## src/rtl/rowseq_pkg.sv

```systemverilog
// Shared definitions for the pixel row readout sequencer.
// Assumes the duration table address equals the phase position in the line.
package rowseq_pkg;
    localparam int N_TIMED = 5;
    localparam int ADDR_W  = 3;

    typedef enum logic [2:0] {
        PH_IDLE   = 3'd0,
        PH_SETTLE = 3'd1,
        PH_SAMP1  = 3'd2,
        PH_CLEAR  = 3'd3,
        PH_SAMP2  = 3'd4,
        PH_GAP    = 3'd5
    } phase_e;
endpackage

```

## src/rtl/rowseq_timing_regs.sv

```systemverilog
// Duration table: one entry per timed phase, written only while unlocked.
// Assumes lock is high whenever the sequencer is running.
module rowseq_timing_regs
    import rowseq_pkg::*;
#(
    parameter int DUR_W   = 4,
    parameter int RST_DUR = 1
) (
    input  logic                       clk,
    input  logic                       rst_n,
    input  logic                       lock,
    input  logic                       wr_en,
    input  logic [ADDR_W-1:0]          wr_addr,
    input  logic [DUR_W-1:0]           wr_data,
    output logic [N_TIMED*DUR_W-1:0]   dur_flat
);
    localparam logic [DUR_W-1:0] RST_VAL = DUR_W'(RST_DUR);

    for (genvar i = 0; i < N_TIMED; i++) begin : g_entry
        logic [DUR_W-1:0] entry_q;
        // Hold one phase duration; accept a write to this address when unlocked.
        always_ff @(posedge clk) begin
            if (!rst_n)
                entry_q <= RST_VAL;
            else if (wr_en && !lock && (wr_addr == ADDR_W'(i)))
                entry_q <= wr_data;
        end
        assign dur_flat[i*DUR_W +: DUR_W] = entry_q;
    end


    lock_hold_chk: assert property (@(posedge clk) disable iff (!rst_n)
        lock |=> $stable(dur_flat));
endmodule

```

## src/rtl/rowseq_phase_fsm.sv

```systemverilog
// Phase state machine and down counter for one readout line.
// Each timed phase lasts its table entry plus one cycle; the gap end
// decides between the next line and idle, and flags frame wrap.
module rowseq_phase_fsm
    import rowseq_pkg::*;
#(
    parameter int DUR_W = 4
) (
    input  logic                     clk,
    input  logic                     rst_n,
    input  logic                     start,
    input  logic                     stop,
    input  logic                     pair_in,
    input  logic [N_TIMED*DUR_W-1:0] dur_flat,
    input  logic                     last_line,
    output phase_e                   phase,
    output logic                     pair_q,
    output logic                     busy,
    output logic                     line_begin,
    output logic                     line_step,
    output logic                     frame_done
);
    logic [DUR_W-1:0] dur_arr [N_TIMED];
    logic [DUR_W-1:0] cnt_q;
    logic [DUR_W-1:0] next_dur;
    logic             stop_pend_q;
    logic             phase_end;

    // Unpack the flat duration bus into per-phase entries.
    always_comb begin
        for (int i = 0; i < N_TIMED; i++)
            dur_arr[i] = dur_flat[i*DUR_W +: DUR_W];
    end

    // Pick the duration of the phase that follows the current one.
    always_comb begin
        case (phase)
            PH_SETTLE: next_dur = dur_arr[1];
            PH_SAMP1:  next_dur = dur_arr[2];
            PH_CLEAR:  next_dur = dur_arr[3];
            PH_SAMP2:  next_dur = dur_arr[4];
            default:   next_dur = dur_arr[0];
        endcase
    end

    assign busy       = (phase != PH_IDLE);
    assign phase_end  = busy && (cnt_q == '0);
    assign line_begin = (phase == PH_IDLE) && start;
    assign line_step  = phase_end && (phase == PH_GAP);

    // Advance phases, count durations, latch stop requests and flag wrap.
    always_ff @(posedge clk) begin
        if (!rst_n) begin
            phase       <= PH_IDLE;
            cnt_q       <= '0;
            stop_pend_q <= 1'b0;
            frame_done  <= 1'b0;
            pair_q      <= 1'b0;
        end else begin
            frame_done <= 1'b0;
            if (phase == PH_IDLE) begin
                stop_pend_q <= 1'b0;
                if (start) begin
                    phase  <= PH_SETTLE;
                    cnt_q  <= dur_arr[0];
                    pair_q <= pair_in;
                end
            end else begin
                if (stop)
                    stop_pend_q <= 1'b1;
                if (!phase_end) begin
                    cnt_q <= cnt_q - 1'b1;
                end else if (phase != PH_GAP) begin
                    phase <= phase_e'(phase + 3'd1);
                    cnt_q <= next_dur;
                end else begin
                    frame_done <= last_line;
                    if (stop_pend_q || stop) begin
                        phase <= PH_IDLE;
                    end else begin
                        phase <= PH_SETTLE;
                        cnt_q <= next_dur;
                    end
                end
            end
        end
    end


    phase_order_chk: assert property (@(posedge clk) disable iff (!rst_n)
        (busy && $past(busy) && (phase != $past(phase))) |->
        ((phase == phase_e'($past(phase) + 3'd1)) ||
         (phase == PH_SETTLE && $past(phase) == PH_GAP)));


    frame_pulse_chk: assert property (@(posedge clk) disable iff (!rst_n)
        frame_done |=> !frame_done);


    pair_hold_chk: assert property (@(posedge clk) disable iff (!rst_n)
        (busy && $past(busy)) |-> $stable(pair_q));
endmodule

```

## src/rtl/rowseq_row_counter.sv

```systemverilog
// Line counter: holds the lower row of the active line, steps by one or
// two rows, and wraps to row 0 after the last line.
// Assumes ROWS is even so that pair mode lands exactly on ROWS-2.
module rowseq_row_counter #(
    parameter int ROWS = 64,
    localparam int RW  = $clog2(ROWS)
) (
    input  logic          clk,
    input  logic          rst_n,
    input  logic          restart,
    input  logic          step,
    input  logic          pair,
    output logic [RW-1:0] row_idx,
    output logic          last_line
);
    localparam logic [RW-1:0] LAST_ONE  = RW'(ROWS - 1);
    localparam logic [RW-1:0] LAST_PAIR = RW'(ROWS - 2);

    logic [RW-1:0] incr;

    assign last_line = pair ? (row_idx == LAST_PAIR) : (row_idx == LAST_ONE);
    assign incr      = pair ? RW'(2) : RW'(1);

    // Reset to row 0 on a new frame, otherwise advance or wrap at line end.
    always_ff @(posedge clk) begin
        if (!rst_n || restart)
            row_idx <= '0;
        else if (step)
            row_idx <= last_line ? '0 : row_idx + incr;
    end


    wrap_chk: assert property (@(posedge clk) disable iff (!rst_n)
        (step && last_line) |=> (row_idx == '0));


    ascend_chk: assert property (@(posedge clk) disable iff (!rst_n)
        (step && !last_line && !restart) |=> (row_idx > $past(row_idx)));
endmodule

```

## src/rtl/rowseq_line_decode.sv

```systemverilog
// Turns the active line and phase into per-row gate and clear enables
// and the two sample strobes. Assumes row_idx is even in pair mode.
module rowseq_line_decode
    import rowseq_pkg::*;
#(
    parameter int ROWS = 64,
    localparam int RW  = $clog2(ROWS)
) (
    input  phase_e          phase,
    input  logic [RW-1:0]   row_idx,
    input  logic            pair,
    input  logic            clk,
    input  logic            rst_n,
    output logic [ROWS-1:0] gate_en,
    output logic [ROWS-1:0] clear_en,
    output logic            samp1_stb,
    output logic            samp2_stb
);
    logic gate_on;
    logic clear_on;

    assign gate_on   = (phase == PH_SETTLE) || (phase == PH_SAMP1) ||
                       (phase == PH_CLEAR)  || (phase == PH_SAMP2);
    assign clear_on  = (phase == PH_CLEAR);
    assign samp1_stb = (phase == PH_SAMP1);
    assign samp2_stb = (phase == PH_SAMP2);

    for (genvar r = 0; r < ROWS; r++) begin : g_row
        logic sel;
        if (r % 2 == 1) begin : g_odd
            assign sel = (row_idx == RW'(r)) || (pair && (row_idx == RW'(r - 1)));
        end else begin : g_even
            assign sel = (row_idx == RW'(r));
        end
        assign gate_en[r]  = sel && gate_on;
        assign clear_en[r] = sel && clear_on;
    end


    one_line_chk: assert property (@(posedge clk) disable iff (!rst_n)
        $countones(gate_en) <= (pair ? 2 : 1));


    clear_gated_chk: assert property (@(posedge clk) disable iff (!rst_n)
        (clear_en & ~gate_en) == '0);


    strobe_excl_chk: assert property (@(posedge clk) disable iff (!rst_n)
        !(samp1_stb && samp2_stb));


    strobe_gate_chk: assert property (@(posedge clk) disable iff (!rst_n)
        (samp1_stb || samp2_stb) |-> ((gate_en != '0) && (clear_en == '0)));
endmodule

```

## src/rtl/pixel_row_sequencer.sv

```systemverilog
// Top of the pixel row readout sequencer. Ties the duration table, the
// phase machine, the line counter and the row decode together.
// Assumes ROWS is even and at least 2.
module pixel_row_sequencer
    import rowseq_pkg::*;
#(
    parameter int ROWS    = 64,
    parameter int DUR_W   = 4,
    parameter int RST_DUR = 1
) (
    input  logic                     clk,
    input  logic                     rst_n,
    input  logic                     start,
    input  logic                     stop,
    input  logic                     pair_mode,
    input  logic                     wr_en,
    input  logic [ADDR_W-1:0]        wr_addr,
    input  logic [DUR_W-1:0]         wr_data,
    output logic [ROWS-1:0]          gate_en,
    output logic [ROWS-1:0]          clear_en,
    output logic                     samp1_stb,
    output logic                     samp2_stb,
    output logic [$clog2(ROWS)-1:0]  row_idx,
    output logic                     busy,
    output logic                     frame_done
);
    logic [N_TIMED*DUR_W-1:0] dur_flat;
    phase_e                   phase;
    logic                     pair_q;
    logic                     line_begin;
    logic                     line_step;
    logic                     last_line;

    rowseq_timing_regs #(.DUR_W(DUR_W), .RST_DUR(RST_DUR)) u_regs (
        .clk      (clk),
        .rst_n    (rst_n),
        .lock     (busy),
        .wr_en    (wr_en),
        .wr_addr  (wr_addr),
        .wr_data  (wr_data),
        .dur_flat (dur_flat)
    );

    rowseq_phase_fsm #(.DUR_W(DUR_W)) u_fsm (
        .clk        (clk),
        .rst_n      (rst_n),
        .start      (start),
        .stop       (stop),
        .pair_in    (pair_mode),
        .dur_flat   (dur_flat),
        .last_line  (last_line),
        .phase      (phase),
        .pair_q     (pair_q),
        .busy       (busy),
        .line_begin (line_begin),
        .line_step  (line_step),
        .frame_done (frame_done)
    );

    rowseq_row_counter #(.ROWS(ROWS)) u_rows (
        .clk       (clk),
        .rst_n     (rst_n),
        .restart   (line_begin),
        .step      (line_step),
        .pair      (pair_q),
        .row_idx   (row_idx),
        .last_line (last_line)
    );

    rowseq_line_decode #(.ROWS(ROWS)) u_dec (
        .phase     (phase),
        .row_idx   (row_idx),
        .pair      (pair_q),
        .clk       (clk),
        .rst_n     (rst_n),
        .gate_en   (gate_en),
        .clear_en  (clear_en),
        .samp1_stb (samp1_stb),
        .samp2_stb (samp2_stb)
    );


    idle_quiet_chk: assert property (@(posedge clk) disable iff (!rst_n)
        !busy |-> ((gate_en == '0) && (clear_en == '0) && !samp1_stb && !samp2_stb));


    done_after_run_chk: assert property (@(posedge clk) disable iff (!rst_n)
        frame_done |-> $past(busy));
endmodule

```

## config.mk

```make
export PLATFORM = sky130hd
export DESIGN_NAME = pixel_row_sequencer
export DESIGN_NICKNAME = d
export VERILOG_FILES = /design/src/rtl/rowseq_pkg.sv /design/src/rtl/rowseq_timing_regs.sv /design/src/rtl/rowseq_phase_fsm.sv /design/src/rtl/rowseq_row_counter.sv /design/src/rtl/rowseq_line_decode.sv /design/src/rtl/pixel_row_sequencer.sv
export SDC_FILE = /design/constraint.sdc
export NUM_CORES = 1
export LEC_CHECK = 0
export CAP_MARGIN = 20
export CORE_UTILIZATION = 35
export CTS_CLUSTER_DIAMETER = 100
export DETAILED_ROUTE_END_ITERATION = 8
export GPL_ROUTABILITY_DRIVEN = 0
export GPL_TIMING_DRIVEN = 0
export PLACE_DENSITY_LB_ADDON = 0.2
export SYNTH_ARGS = -nofsm -noshare
export SYNTH_HDL_FRONTEND = slang
export SYNTH_SLANG_ARGS = --single-unit
```

## constraint.sdc

```tcl
create_clock -name clk -period 7.4 [get_ports clk]
set_input_delay 1.48 -clock clk [delete_from_list [all_inputs] [get_ports clk]]
set_output_delay 1.48 -clock clk [all_outputs]
set_load 0.05 [all_outputs]
```

-- After elaboration in Yosys (flattened, before gate mapping)
Index checks and enable logic that the tools add are counted.
- muxes and demuxes: 14
- reductions and logical operators: 219
- bitwise operators: 2
- multipliers: 0
- divide/modulo/power cells: 0
- equality and inequality tests: 75
- shift-type cells: 0
- $lt $le $gt $ge: 0
- $add $sub $neg: 3
- operator list (operator ; count):
    6-bit equality test (second input constant) ; 32
    1-bit logical AND ; 169
    6-bit by 5-bit equality test with 1-bit output (second input constant) ; 16
    6-bit by 4-bit equality test with 1-bit output (second input constant) ; 8
    1-bit logical OR ; 37
    6-bit by 3-bit equality test with 1-bit output (second input constant) ; 4
    4-bit 2-to-1 mux ; 5
    4-bit case mux with 4 select lines ; 1
    3-bit by 2-bit equality test with 1-bit output (second input constant) ; 4
    6-bit by 2-bit equality test with 1-bit output (second input constant) ; 2
    3-bit 2-to-1 mux ; 4
    3-bit equality test (second input constant) ; 3
    6-bit adder ; 1
    3-bit by 1-bit equality test with 1-bit output (second input constant) ; 2
    6-bit by 1-bit equality test with 1-bit output (second input constant) ; 1
    3-bit zero test ; 2
    6-bit zero test ; 1
    6-bit 2-to-1 mux ; 1
    2-bit AND reduction ; 3
    4-bit zero test ; 1
    4-bit inequality test (second input constant) ; 1
    4-bit OR reduction ; 1
    4-bit by 1-bit subtractor with 4-bit output (second input constant) ; 1
    3-bit by 1-bit adder with 3-bit output (second input constant) ; 1
    other kinds (9) ; 12
- word-level logic and storage cells: 324
- memories kept: 0
- bits in writable memories: 0
- output and inout port bits: 138
- input bits: 13
- memory bits (read-only): 0
- latch bits: 0
- flip-flop bits (word level): 36

-- Depth between registers and ports, before layout
- depth after elaboration: 6
- mapped depth: 11

-- Hierarchy
A second synthesis with hierarchy kept.
- cells, all modules: 398
- area, all modules: 2817.7 µm²
- by module, submodules not included (module ; cells each ; area an instance (µm²) ; sequential area each (µm²) ; instances):
    rowseq_line_decode ; 175 ; 868.3 ; 0.0 ; 1
    rowseq_phase_fsm ; 106 ; 813.3 ; 200.2 ; 1
    rowseq_timing_regs ; 74 ; 768.2 ; 400.4 ; 1
    rowseq_row_counter ; 43 ; 367.9 ; 120.1 ; 1

-- Worst setup path after synthesis
No wires, ideal clock.
- path type: flip-flop to output port
- start: register u_fsm.phase[1]
- end: output clear_en[1]
- data required time: 5.920 ns
- stages on the path, launching flop included: 10
- arrival time: 2.713 ns
- setup slack: 3.207 ns
- cell sequence: dfxtp_1 buf_2 clkbuf_1 and2_1 ha_1 clkbuf_1 or3b_2 clkbuf_1 clkbuf_1 nor2_1
- word-level cells in the longest chain between the ends: 2
- ends and longest elaborated chain (element ; line ; source):
    from (decl) ; rowseq_phase_fsm.sv:16 ; output phase_e phase,
    from (signal assigned) ; rowseq_phase_fsm.sv:74 ; phase <= phase_e'(phase + 3'd1);
    3-bit by 2-bit equality test with 1-bit output ; rowseq_line_decode.sv:24 ; assign clear_on = (phase == PH_CLEAR);
    1-bit logical AND ; rowseq_line_decode.sv:36 ; assign clear_en[r] = sel && clear_on;
    to (decl) ; pixel_row_sequencer.sv:20 ; output logic [ROWS-1:0] clear_en,
Every way passes these cells.

-- Final worst setup path
- start: register u_fsm.phase[1]
- end: output clear_en[9]
Same word-level chain as after synthesis.

==> out/summary.md <==
The run finished with clean final reports. The cell area power density is 200 nW/um2. Post-synthesis cell area: 2600 um2. The residual DRC count was 0; the synthesis-stage register bit count was 36. The count of non-filler cells in the finished layout came out at 662. The average cell area after synthesis was 6.40 um2; the total negative slack was 0 ns.

The initial core utilization was 0.360. The run gives 0 as the max-slew violation count. For the worst setup path, the data required time is 5.92 ns. Setup violations remaining at the end of the flow were counted as 0.

Entering global routing, the biggest net connects 12 pins. The number of fill cells came out at 698. The min-delay analysis places its worst path in the category reg2reg. The floorplan step defined a die boundary enclosing 7780 um2. Summed over all nets, the half-perimeter wirelength after detailed placement is 8270 um.

The detail route stage leaves a number of antenna-violating nets equal to 0. The via density per instance is 5.11, and the antenna diode count is 0. The share of synthesized area occupied by flip-flops and latches is 0.277, and the cell count after placement is 655. The most common cell after layout, fill and taps aside was sky130_fd_sc_hd__nor2_1.

Share of cells above drive strength 1: 0.0391. In this run, synthesis inferred 0 flip-flops with an integrated enable. The first routing iteration left 219 violations.

When the netlist entered floorplanning its net count stood at 425. The aggregate routed wire length was 10500 um. TritonCTS built the clock tree. The minimum period implied by the final worst setup slack is 5.22 ns. The tools report the register cell area after layout as 721 um2. The floorplan has 31 rows. The headroom to the max-slew limit came out at 0.517. Final-stage net count: 582. The leading register cell type out of synthesis was sky130_fd_sc_hd__dfxtp_1.

From synthesis to final layout, the design area changed by 65.6%. The analysis attributes to cell leakage a power of 0.00145 uW. Post-CTS setup buffer count: 0. The final clock period utilization by the worst path came out at 0.705. The async set-or-reset flop fraction in the synthesized netlist was 0. For the number of H-tree levels, the log shows 2.

The tools report the initial antenna violation count as 0. The number of global-route vias before repair is 2966. Counting every instance in the synthesized netlist gives 406. The area of combinational cells with multiple inputs was 1740 um2; the height of the chip was 88.2 um. The residual overflow from global routing was 0; the count of instances resized after the clock tree is built was 0. The number of hold buffers added after CTS was 0.

The first global-routing pass estimated 15600 um of wire. Average wire length per cell after detail routing: 15.9 um. The tools report the number of primary I/O pins as 151. Clock tree synthesis selected as its root buffer the cell sky130_fd_sc_hd__clkbuf_8. Counting along the longest clock path gives a buffer depth of 2.

At the later pin of the worst-skew pair, clock insertion delay measures 0.30 ns. During synthesis, Yosys emitted a total of 0 warnings. TritonCTS created 5 clock buffers. The worst setup path is captured at an output port. The die is 88.2 um wide. The clock arrives with 0.00833 ns of skew. Before antenna repair, the detailed router went through 4 iterations. Timing would allow up to 192 MHz.

The final hold violation count came out at 0. STA classifies the critical path startpoint as a flop. The clock slew seen by the registers of the worst setup and hold paths is 0.07 ns. The logs give 0.597 for the core occupancy in the finished layout and 7210 um2 for the core footprint. In the layout the commonest cells are sky130_fd_sc_hd__nor2_1 (159), sky130_fd_sc_hd__clkdlybuf4s50_1 (150), sky130_fd_sc_hd__nand2_1 (42), sky130_fd_sc_hd__dfxtp_1 (36), sky130_fd_sc_hd__nand3_1 (23). Setup repair after global routing left no endpoint under its margin.

Across the VDD grid, the largest voltage drop is 0.154 mV. The number of unique standard cell types used by synthesis was 49; the count of buffers from port buffering was 150. The run gives 3380 as the via count.

The tools report the number of violations of the max-capacitance limit as 0. Along the worst path, the maximum fanout reaches 10. The tools report the worst slack after detailed placement as 2.54 ns.

Across all setup checks in the final design, the least slack found is 2.18 ns. For the total routing resource utilization after global routing, the log shows 0.261. Path type of the worst setup path: reg2out.

For the worst setup path, the data arrival time is 3.74 ns. The number of clock sinks seen by CTS came out at 36. For the pin with the worst max-slew slack, the measured transition is 0.722 ns.
## cells in the mapped netlist, drive strengths merged, types with 3 or more instances
| library cell | instances | area, um2 |
|---|---|---|
| o21ai | 12 | 60.1 |
| nor2 | 161 | 619 |
| clkbuf | 19 | 71.3 |
| mux2i | 10 | 100 |
| a211oi | 5 | 37.5 |
| nand3 | 23 | 115 |
| a21oi | 9 | 45.0 |
| nor3 | 8 | 50.1 |
| inv | 11 | 41.3 |
| nor2b | 5 | 31.3 |
| ha | 5 | 62.6 |
| o22ai | 3 | 32.5 |
| nor3b | 3 | 22.5 |
| nand2 | 42 | 158 |
| nand2b | 3 | 18.8 |
| nor4 | 3 | 33.8 |
| o31ai | 3 | 22.5 |
| a221o | 3 | 30.0 |
| and2 | 6 | 37.5 |
| xnor2 | 4 | 35.0 |
| buf | 5 | 31.3 |
| dfxtp | 36 | 721 |
## stage by stage
step	power, uW	cell area (um2)	hold WS [ns]
after CTS	854	4310	0.485
after global placement	711	4230	0.451
final	861	4310	0.484
after global routing	914	4310	0.507
after floorplan	592	2600	0.436
after detailed placement	717	4230	0.473
## power breakdown
group	switching (uW)	total, uW	internal [uW]
Clock	75.9	140	63.8
Sequential	22.1	239	217
Combinational	317	482	165
Total	415	861	446
## worst max-delay path, cell delays in order (launching register included)
cell                              delay [ns]
sky130_fd_sc_hd__dfxtp_1                0.31
sky130_fd_sc_hd__buf_2                  0.18
sky130_fd_sc_hd__clkbuf_1               0.36
sky130_fd_sc_hd__and2_1                 0.19
sky130_fd_sc_hd__ha_1                   0.13
sky130_fd_sc_hd__clkbuf_1               0.33
sky130_fd_sc_hd__or3b_2                 0.47
sky130_fd_sc_hd__clkbuf_1               0.22
sky130_fd_sc_hd__clkbuf_1               0.27
sky130_fd_sc_hd__nor2_1                 0.14
sky130_fd_sc_hd__clkdlybuf4s50_1        0.83
## area by class of cell
cell class	count	area share
clock inverters	2	0.00291
repair buffers	150	0.349
inverters	11	0.00959
multi-input cells	335	0.403
flip-flops and latches	36	0.167
clock buffers	5	0.0160
well taps	99	0.0288
plain buffers	24	0.0238
## final timing paths
check	start	depth (start not counted)	slack, ns	endpoint
worst max-delay path	u_fsm.phase[1]$_SDFFE_PN0P_	10	2.18	clear_en[9]
worst min-delay path	u_regs.g_entry[1].entry_q[1]$_SDFFE_PN0P_	2	0.48	u_regs.g_entry[1].entry_q[1]$_SDFFE_PN0P_
worst max register to register	u_fsm.cnt_q[0]$_SDFFE_PN0P_	8	5.15	u_rows.row_idx[1]$_SDFFE_PP0P_
worst min register to register	u_regs.g_entry[1].entry_q[1]$_SDFFE_PN0P_	2	0.48	u_regs.g_entry[1].entry_q[1]$_SDFFE_PN0P_
## kinds of logic after synthesis
group / share of synthesized area
mux: 0.0385
compound gates: 0.123
simple gates: 0.457
fa+ha+maj: 0.0318
buf+inv: 0.0553
flops: 0.277
xor+xnor: 0.0168
## flip-flops by register name, indices dropped and copies added, names as in the netlist
register and cells:
u_fsm.cnt_q 4, u_fsm.frame_done 1, u_fsm.pair_q 1, u_fsm.phase 3, u_fsm.stop_pend_q 1, u_regs.g_entry.entry_q 20, u_rows.row_idx 6
## metal layers
| layer | vias to the layer above | GRT usage | wire (um) |
|---|---|---|---|
| li1 | 1658 | - | - |
| met1 | 1567 | 0.312 | 4350 |
| met2 | 140 | 0.466 | 5300 |
| met3 | 15 | 0.0415 | 690 |
| met4 | 0 | 0.0982 | 161 |
| met5 | - | 0 | 0 |
(Power assumes the default switching activity.)
